[src/rtl/rrn_pkg.sv]
package rrn_pkg;
  localparam int unsigned GR_TOTAL_DEF  = 128;
  localparam int unsigned GR_ROT_LO_DEF = 32;
  localparam int unsigned PR_TOTAL_DEF  = 64;
  localparam int unsigned PR_ROT_LO_DEF = 16;
  localparam int unsigned LC_W_DEF      = 16;
  localparam int unsigned EC_W_DEF      = 6;
  localparam int unsigned LANES_DEF     = 3;

  // what a branch strobe does this cycle
  typedef enum logic [1:0] {
    BR_NONE  = 2'd0,
    BR_FILL  = 2'd1,
    BR_DRAIN = 2'd2,
    BR_IDLE  = 2'd3
  } br_kind_e;
endpackage

[src/rtl/rrn_base_ctr.sv]
module rrn_base_ctr #(
  parameter int unsigned WIN = 96,
  parameter int unsigned BW  = $clog2(WIN)
) (
  input  logic          clk,
  input  logic          rst_n,
  input  logic          clr,
  input  logic          step,
  output logic [BW-1:0] base
);
  localparam logic [BW-1:0] TOP = BW'(WIN - 1);

  always_ff @(posedge clk or negedge rst_n) begin
    if (!rst_n)    base <= '0;
    else if (clr)  base <= '0;
    else if (step) base <= (base == '0) ? TOP : base - 1'b1;
  end

  assert_base_range_R3: assert property (@(posedge clk) disable iff (!rst_n)
    base <= TOP);
endmodule

[src/rtl/rrn_loop_ctl.sv]
module rrn_loop_ctl
  import rrn_pkg::*;
#(
  parameter int unsigned LC_W   = 16,
  parameter int unsigned EC_W   = 6,
  parameter int unsigned PR_WIN = 48
) (
  input  logic              clk,
  input  logic              rst_n,
  input  logic              clr,
  input  logic              ld_en,
  input  logic [LC_W-1:0]   ld_lc,
  input  logic [EC_W-1:0]   ld_ec,
  input  logic              br,
  output logic              rotate,
  output logic [PR_WIN-1:0] pred,
  output logic              taken,
  output logic              done
);
  logic [LC_W-1:0] lc;
  logic [EC_W-1:0] ec;
  br_kind_e        kind;

  always_comb begin
    if (clr || ld_en || !br) kind = BR_NONE;
    else if (lc != '0)       kind = BR_FILL;
    else if (ec != '0)       kind = BR_DRAIN;
    else                     kind = BR_IDLE;
  end

  assign rotate = (kind == BR_FILL) || (kind == BR_DRAIN);
  assign done   = (lc == '0) && (ec == '0);

  always_ff @(posedge clk or negedge rst_n) begin
    if (!rst_n) begin
      lc <= '0;
      ec <= '0;
    end else if (ld_en) begin
      lc <= ld_lc;
      ec <= ld_ec;
    end else if (kind == BR_FILL) begin
      lc <= lc - 1'b1;
    end else if (kind == BR_DRAIN) begin
      ec <= ec - 1'b1;
    end
  end

  always_ff @(posedge clk or negedge rst_n) begin
    if (!rst_n)      pred <= '0;
    else if (clr)    pred <= '0;
    else if (rotate) pred <= {pred[PR_WIN-2:0], kind == BR_FILL};
  end

  always_ff @(posedge clk or negedge rst_n) begin
    if (!rst_n) taken <= 1'b0;
    else        taken <= (kind == BR_FILL) ||
                         ((kind == BR_DRAIN) && (ec != EC_W'(1)));
  end

  assert_fill_shift_R4: assert property (@(posedge clk) disable iff (!rst_n)
    (kind == BR_FILL) |=> pred[0] && taken && (lc == $past(lc) - 1'b1));
  assert_drain_shift_R5: assert property (@(posedge clk) disable iff (!rst_n)
    (kind == BR_DRAIN) |=> !pred[0] && (ec == $past(ec) - 1'b1));
  assert_idle_branch_R6: assert property (@(posedge clk) disable iff (!rst_n)
    (kind == BR_IDLE) |=> $stable(pred) && !taken && done);
  assert_load_counts_R9: assert property (@(posedge clk) disable iff (!rst_n)
    ld_en |=> (lc == $past(ld_lc)) && (ec == $past(ld_ec)));
endmodule

[src/rtl/rrn_xlate.sv]
module rrn_xlate #(
  parameter int unsigned GR_TOTAL  = 128,
  parameter int unsigned GR_ROT_LO = 32,
  parameter int unsigned GW        = $clog2(GR_TOTAL),
  parameter int unsigned BW        = $clog2(GR_TOTAL - GR_ROT_LO)
) (
  input  logic [GW-1:0] lreg,
  input  logic [BW-1:0] base,
  output logic [GW-1:0] preg
);
  localparam int unsigned WIN = GR_TOTAL - GR_ROT_LO;

  int unsigned off;

  always_comb begin
    off  = 0;
    preg = lreg;
    if (int'(lreg) >= int'(GR_ROT_LO)) begin
      off = int'(lreg) - GR_ROT_LO + int'(base);
      if (off >= WIN) off = off - WIN;
      preg = GW'(GR_ROT_LO + off);
    end
  end
endmodule

[src/rtl/rot_renamer.sv]
module rot_renamer
  import rrn_pkg::*;
#(
  parameter int unsigned GR_TOTAL  = GR_TOTAL_DEF,
  parameter int unsigned GR_ROT_LO = GR_ROT_LO_DEF,
  parameter int unsigned PR_TOTAL  = PR_TOTAL_DEF,
  parameter int unsigned PR_ROT_LO = PR_ROT_LO_DEF,
  parameter int unsigned LC_W      = LC_W_DEF,
  parameter int unsigned EC_W      = EC_W_DEF,
  parameter int unsigned LANES     = LANES_DEF,
  localparam int unsigned GW       = $clog2(GR_TOTAL),
  localparam int unsigned PR_WIN   = PR_TOTAL - PR_ROT_LO
) (
  input  logic                clk,
  input  logic                rst_n,
  input  logic                clr,
  input  logic                ld_en,
  input  logic [LC_W-1:0]     ld_lc,
  input  logic [EC_W-1:0]     ld_ec,
  input  logic                br,
  input  logic                lkp_valid,
  output logic                lkp_ready,
  input  logic [LANES*GW-1:0] lkp_regs,
  output logic                res_valid,
  input  logic                res_ready,
  output logic [LANES*GW-1:0] res_regs,
  output logic [PR_WIN-1:0]   rot_pred,
  output logic                loop_taken,
  output logic                loop_done
);
  localparam int unsigned WIN = GR_TOTAL - GR_ROT_LO;
  localparam int unsigned BW  = $clog2(WIN);
  localparam logic [BW-1:0] BASE_TOP = BW'(WIN - 1);
  localparam logic [GW-1:0] LOW_LIM  = GW'(GR_ROT_LO);

  logic          rotate;
  logic [BW-1:0] base;
  logic [LANES*GW-1:0] xl_regs;
  logic          lkp_fire;

  rrn_base_ctr #(.WIN(WIN), .BW(BW)) u_base (
    .clk(clk), .rst_n(rst_n), .clr(clr), .step(rotate), .base(base)
  );

  rrn_loop_ctl #(.LC_W(LC_W), .EC_W(EC_W), .PR_WIN(PR_WIN)) u_ctl (
    .clk(clk), .rst_n(rst_n), .clr(clr), .ld_en(ld_en), .ld_lc(ld_lc),
    .ld_ec(ld_ec), .br(br), .rotate(rotate), .pred(rot_pred),
    .taken(loop_taken), .done(loop_done)
  );

  for (genvar g = 0; g < LANES; g++) begin : g_lane
    rrn_xlate #(.GR_TOTAL(GR_TOTAL), .GR_ROT_LO(GR_ROT_LO), .GW(GW), .BW(BW)) u_xl (
      .lreg(lkp_regs[g*GW +: GW]), .base(base), .preg(xl_regs[g*GW +: GW])
    );
  end

  assign lkp_ready = !res_valid || res_ready;
  assign lkp_fire  = lkp_valid && lkp_ready;

  always_ff @(posedge clk or negedge rst_n) begin
    if (!rst_n)          res_valid <= 1'b0;
    else if (lkp_fire)   res_valid <= 1'b1;
    else if (res_ready)  res_valid <= 1'b0;
  end

  always_ff @(posedge clk or negedge rst_n) begin
    if (!rst_n)        res_regs <= '0;
    else if (lkp_fire) res_regs <= xl_regs;
  end

  assert_base_step_R3: assert property (@(posedge clk) disable iff (!rst_n)
    rotate |=> base == (($past(base) == '0) ? BASE_TOP : $past(base) - 1'b1));
  assert_low_passthru_R2: assert property (@(posedge clk) disable iff (!rst_n)
    (lkp_fire && (lkp_regs[GW-1:0] < LOW_LIM)) |=> res_regs[GW-1:0] == $past(lkp_regs[GW-1:0]));
  assert_result_hold_R10: assert property (@(posedge clk) disable iff (!rst_n)
    (res_valid && !res_ready) |=> res_valid && $stable(res_regs));
  assert_clear_state_R8: assert property (@(posedge clk) disable iff (!rst_n)
    clr |=> (rot_pred == '0) && (base == '0) && !loop_taken);
  assert_done_counts_R7: assert property (@(posedge clk) disable iff (!rst_n)
    loop_taken |-> !$past(loop_done) || $past(ld_en));
endmodule

[config.mk]
export PLATFORM = sky130hd
export DESIGN_NAME = rot_renamer
export DESIGN_NICKNAME = d
export VERILOG_FILES = /design/src/rtl/rrn_pkg.sv /design/src/rtl/rrn_base_ctr.sv /design/src/rtl/rrn_loop_ctl.sv /design/src/rtl/rrn_xlate.sv /design/src/rtl/rot_renamer.sv
export SDC_FILE = /design/constraint.sdc
export NUM_CORES = 1
export LEC_CHECK = 0
export ABC_AREA = 1
export ABC_CLOCK_PERIOD_IN_PS = 8800
export BUFFER_PORTS_ARGS = -buffer_cell sky130_fd_sc_hd__buf_2
export CAP_MARGIN = 5
export CORE_ASPECT_RATIO = 0.6
export CORE_UTILIZATION = 61
export CTS_BUF_LIST = sky130_fd_sc_hd__clkbuf_2
export CTS_CLUSTER_DIAMETER = 50
export DETAILED_ROUTE_END_ITERATION = 12
export PLACE_DENSITY_LB_ADDON = 0.3
export SYNTH_ARGS = -nofsm -noshare
export SYNTH_HDL_FRONTEND = slang
export SYNTH_SLANG_ARGS = --single-unit
[constraint.sdc]
create_clock -name clk -period 8.8 [get_ports clk]
set_input_delay 0.44 -clock clk [delete_from_list [all_inputs] [get_ports clk]]
set_output_delay 0.44 -clock clk [all_outputs]
set_load 0.02 [all_outputs]
## After elaboration in Yosys (flattened, before gate mapping)

Index checks and enable logic that the tools add are counted.

- Register bits: 100
- Word-level logic and storage cells: 76
- Output and inout port bits: 73

- Magnitude comparators: 6
- Multiplexer cells: 24
- Eq/ne operators: 4
- Add/subtract/negate cells: 15
- Reductions and logical operators: 20

Operators with widths:

| cell | count |
|---|---|
| 32-bit by 7-bit adder with 32-bit output | 3 |
| 32-bit by 7-bit greater-or-equal comparator with 1-bit output (second input constant) | 3 |
| 48-bit two-way mux | 2 |
| 7-bit two-way mux | 12 |
| 16-bit two-way mux | 2 |
| 7-bit by 6-bit subtractor with 8-bit output (second input constant) | 3 |
| 6-bit by 7-bit adder with 7-bit output (first input constant) | 3 |
| 7-bit by 6-bit greater-or-equal comparator with 1-bit output (second input constant) | 3 |
| 7-bit subtractor (second input constant) | 3 |
| 6-bit two-way mux | 3 |
| 16-bit logical NOT | 1 |
| 16-bit nonzero test | 1 |
| 16-bit by 1-bit subtractor with 16-bit output (second input constant) | 1 |
| 2-bit nonzero test | 4 |
| 7-bit logical NOT | 1 |
| 7-bit by 1-bit subtractor with 7-bit output (second input constant) | 1 |
| 6-bit logical NOT | 1 |
| 6-bit by 1-bit inequality test with 1-bit output (second input constant) | 1 |
| 6-bit nonzero test | 1 |
| 6-bit by 1-bit subtractor with 6-bit output (second input constant) | 1 |
| 1-bit logical OR | 5 |
| 2-bit two-way mux | 2 |
| 1-bit logical AND | 3 |
| 1-bit two-way mux | 3 |
| other kinds (5) | 6 |

## Depth between registers and ports, before layout

- Word-level depth: 8
- Mapped depth: 21
- Depth with buffers taken out: 21

## Hierarchy

From an unflattened synthesis, not the netlist that was laid out.

- Cells, all modules: 863
- Area, all modules: 6468.7 µm²

Modules (own cells, without submodules):

| module | cells each | area an instance (µm²) | sequential area each (µm²) | times used |
|---|---|---|---|---|
| rrn_loop_ctl | 417 | 3557.2 | 1776.7 | 1 |
| rrn_xlate at g_lane[0].u_xl ... | 88 | 481.7 | 0.0 | 2 |
| rot_renamer | 95 | 880.8 | 550.5 | 1 |
| rrn_xlate at g_lane[2].u_xl | 112 | 606.8 | 0.0 | 1 |
| rrn_base_ctr | 63 | 460.4 | 175.2 | 1 |

## Least setup slack after synthesis

No wires, ideal clock.

- Kind: flip-flop to flip-flop
- Start point: register u_ctl.lc[0]
- End point: register u_ctl.ec[5]
- Setup time: 0.087 ns
- Cell stages (with the launch flop): 17
- Data arrival time: 2.687 ns
- Slack: 6.026 ns
- Data required time: 8.713 ns
- Cell sequence: dfrtp_1 -> inv_1 -> ha_1 -> nand4_4 -> nor2_4 -> nand4_2 -> or2_1 -> nor2_2 -> nand3_2 -> o21ai_2 -> inv_2 -> ha_1 -> nor2_1 -> clkinv_1 -> nor2_1 -> nand2_1 -> o211ai_1

- Cells in the longest elaborated chain, start to end: 6
- Elaborated cells between the ends (all ways): 8
- Classes of those cells: eq/ne (3); mux (2); reduce/logical (3)

RTL lines:

| element | line | text |
|---|---|---|
| start: declaration | rrn_loop_ctl.sv:20 | `logic [LC_W-1:0] lc;` |
| start signal: assignment | rrn_loop_ctl.sv:39 | `lc <= ld_lc;` |
| start signal: assignment | rrn_loop_ctl.sv:42 | `lc <= lc - 1'b1;` |
| 16-bit nonzero test (*) | rrn_loop_ctl.sv:26 | `else if (lc != '0) kind = BR_FILL;` |
| 2-bit two-way mux (*) | rrn_loop_ctl.sv:26 |  |
| 2-bit two-way mux (*) | rrn_loop_ctl.sv:25 | `if (clr \|\| ld_en \|\| !br) kind = BR_NONE;` |
| 2-bit by 1-bit equality test with 1-bit output / 2-bit equality test (equally long branches) | rrn_loop_ctl.sv:41, rrn_loop_ctl.sv:43 |  |
| 2-bit inequality test (no source line) / 2-bit nonzero test (equally long branches) | n/a |  |
| 2-bit AND reduction (no source line) (*) | n/a |  |
| end signal: assignment | rrn_loop_ctl.sv:40 | `ec <= ld_ec;` |
| end signal: assignment | rrn_loop_ctl.sv:44 | `ec <= ec - 1'b1;` |
| end: declaration | rrn_loop_ctl.sv:21 | `logic [EC_W-1:0] ec;` |

Mark *: on every way between the ends. The rest lies on a longest branch, timed or not.
A chain may end at the register's enable or synchronous reset.

## Worst setup path in the final report

- Start point: register u_ctl.lc[0]
- End point: register u_ctl.ec[4]

The elaborated chain is that of the path after synthesis.

==> results.py <==
metrics = {
    "synthesis": {
        "synthesis.nets": 965,
        "syn_avg_cell_area_sq_um": 7.59,
        "synthTopCellsByCount": "nand2_1, inv_1, dfrtp_1",
        "synthFlopType": "dfrtp_1",
        "synth.distinct_cells": 41,
        "async_flop_share_pct": 100,
        "synth_seq_cells": 100,
        "ys.warnings.count": 0,
        "synth_area_leader_cell": "dfrtp_1",
        "synth-edff-count": 0,
        "seq_area_frac_synth_pct": 38.6,
        "synthCells": 855,
        "synth_most_common_cell": "nand2_1",
        "synthesis.area_sq_um": 6490,
        "synth_top_area_share_pct": 38.6,
        "synthTopCellsByArea": "dfrtp_1, nand2_1, ha_1",
    },
    "placement": {
        "place_inst": 1096,
        "hpwlAfterDp_microns": 11600,
        "place.gp.congestion": 0.939,
        "port_buffers": 122,
        "placement.cell_area_sq_um": 7220,
        "post-place-ws_ns": 5.40,
    },
    "timing": {
        "hold_viol": 0,
        "rsz0062_at_grt": "false",
        "timing.setup.tns_ns": 0,
        "max_slew_margin_pct": 46.3,
        "hold_ws_ns": 0.0184,
        "tightest_slew_ns": 0.804,
        "min_period_ns": 3.50,
        "fmax_ghz": 0.285,
        "setup_violations": 0,
        "maxSlewViolCount": 0,
        "skew_ns": 0.0556,
        "finalCritPeriodShare_pct": 39.8,
        "setup_ws_ns": 5.30,
    },
    "drt": {
        "vias": 6038,
        "drt_iter0_markers": 376,
        "wirelength_microns": 15700,
        "wire_per_inst_microns": 14.0,
        "drc": 0,
        "antenna_violating_nets_post_route": 0,
        "viasPerCell": 5.39,
        "drt-pass1-iter-count": 5,
    },
    "layout": {
        "nNetsFinal": 1089,
        "final_cell_area_sq_um": 7430,
        "fillers": 831,
        "utilization_pct": 73.6,
        "syn_to_final_growth_pct": 14.5,
        "instances_no_fill": 1121,
        "layout-drive-gt1-share_pct": 15.7,
    },
    "flow_run": {
        "cap_violations": 0,
    },
    "floorplan": {
        "ios": 123,
        "start_util_pct": 64.3,
        "fp.coreArea_sq_um": 10100,
        "rows": 28,
        "die-area_sq_um": 11100,
        "die_h_microns": 81.9,
        "fp.dieW_microns": 135,
    },
    "worst_setup_path": {
        "path_max_fanout": 9,
        "cp_slowest_cell": "dfrtp_1",
        "crit_path_end_kind": "flop",
        "timing.critical_path.from": "u_ctl.lc[0]",
        "r2r_start": "u_ctl.lc[0]",
        "path_class": "reg -> reg",
        "cpPeakStageDelay_ns": 0.43,
        "path_cells": "inv_1 -> ha_1 -> nand4_4 -> nor2_4 -> nand4_2 -> or2_1 -> nor2_2 -> nand3_2 -> o21ai_2 -> inv_2 -> ha_1 -> nor2_1 -> clkinv_1 -> nor2_1 -> nand2_1 -> o211ai_1",
        "arrival_ns": 4.06,
        "crit_required_ns": 9.35,
        "worstSetupStartpointType": "flop",
    },
    "min_path": {
        "min_path_type": "in -> reg",
        "hold_start": "ld_lc[2]",
    },
    "global_route": {
        "grt_pass1_vias": 5355,
        "grt.total_usage_pct": 29.9,
        "grt_max_degree": 57,
        "grt_overflow_total": 0,
        "antenna_found_initial": 1,
        "grt_first_pass_wirelength_microns": 25900,
    },
    "outcome": {
        "status": "finished clean",
    },
    "clock_tree": {
        "clk_latency_ns": 0.64,
        "numCtsBuffers": 9,
        "postCtsResizedCells": 0,
        "ctsHtreeMaxLevel": 3,
        "clock_sinks": 100,
        "clk_pin_slew_ns": 0.32,
        "cts_tree": "yes",
        "clockRootBuffer": "clkbuf_2",
        "clockBufferDepth": 2,
    },
    "power_and_ir_drop": {
        "vdd_drop_max_v": 0.0000855,
        "total_leakage_power_nw": 3.99,
        "power_density_nw_per_um2": 141,
        "power_mw": 1.05,
    },
}
==> path summary, 6_finish.rpt <==
| kind | to | slack, ns | cells after the start |
|---|---|---|---|
| min in group asynchronous | u_ctl.pred[46] | 0.34 | 2 |
| worst max-delay path | u_ctl.ec[4] | 5.30 | 16 |
| worst min register to register | res_regs[5] | 0.52 | 2 |
| max in group asynchronous | res_regs[4] | 7.36 | 3 |
| worst min-delay path | u_ctl.lc[2] | 0.02 | 3 |
| worst max register to register | u_ctl.ec[4] | 5.30 | 16 |
==> power by group <==
| part | internal (mW) | switching (mW) | leakage (nW) |
|---|---|---|---|
| Combinational | 0.0985 | 0.184 | 2.61 |
| Sequential | 0.493 | 0.0263 | 1.31 |
| Clock | 0.0516 | 0.192 | 0.0788 |
==> per-layer routing <==
layer	global-route usage, %	share of wire, %	up-vias
li1	-	-	3050
met1	46.8	51	2718
met2	41.9	40	258
met3	6.11	8.4	12
met4	6.29	0.70	0
met5	0	0	-
==> cell usage in the layout (no fill, tap or decap), types with 3 or more instances in the layout <==
cell / count
nand2_1: 209
inv_1: 171
buf_2: 121
dfrtp_1: 100
ha_1: 57
o22ai_1: 49
nand3_1: 41
nor2_1: 41
a21oi_1: 32
o21ai_0: 26
nor3_1: 19
nand4_1: 17
xor2_1: 14
o211ai_1: 13
clkbuf_2: 9
dlygate4sd3_1: 7
a31oi_1: 4
buf_4: 4
nor2_2: 3
clkinv_1: 3
a21boi_0: 3
a22oi_1: 3
o221ai_1: 3
xnor2_1: 3
fa_1: 3
clkinv_8: 3
==> state kept, by name, summed over array words and instances (netlist names) <==
name,count
u_ctl.pred,48
res_valid,1
u_ctl.taken,1
u_base.base,7
res_regs,21
u_ctl.lc,16
u_ctl.ec,6
==> critical path: cells and delay by family, from the launching register on <==
family / cells / cell delay, ns
AND/OR/NAND/NOR: 9 / 1.71
buffers and inverters: 3 / 0.53
adder cells (fa/ha/maj): 2 / 0.51
flip-flops: 1 / 0.43
AO/OA/AOI/OAI: 2 / 0.25
==> kinds of logic after synthesis <==
kind of cell	Yosys count	share of synthesized area, %
xor+xnor	17	2.29
simple gates	342	22.7
fa+ha+maj	60	11.9
flops	100	38.6
compound gates	141	13.2
buf+inv	195	11.3
==> cell type report <==
| class | instances | area [sq um] | area share (%) |
|---|---|---|---|
| tap | 135 | 169 | 2.27 |
| sequential | 100 | 2500 | 33.7 |
| inverter | 176 | 661 | 8.89 |
| clock buffer | 9 | 45.0 | 0.606 |
| multi-input combinational | 560 | 3250 | 43.8 |
| antenna | 2 | 5.00 | 0.0674 |
| clock inverter | 7 | 88.8 | 1.20 |
| timing repair buffer | 132 | 706 | 9.50 |
==> repair_timing <==
item,4_1_cts,5_1_grt
buffers inserted,0,0
hold buffers,3,4
setup endpoints to repair,0,0
endpoints found under the hold margin,57,4
Note: power is estimated with default switching activity, not from simulation.
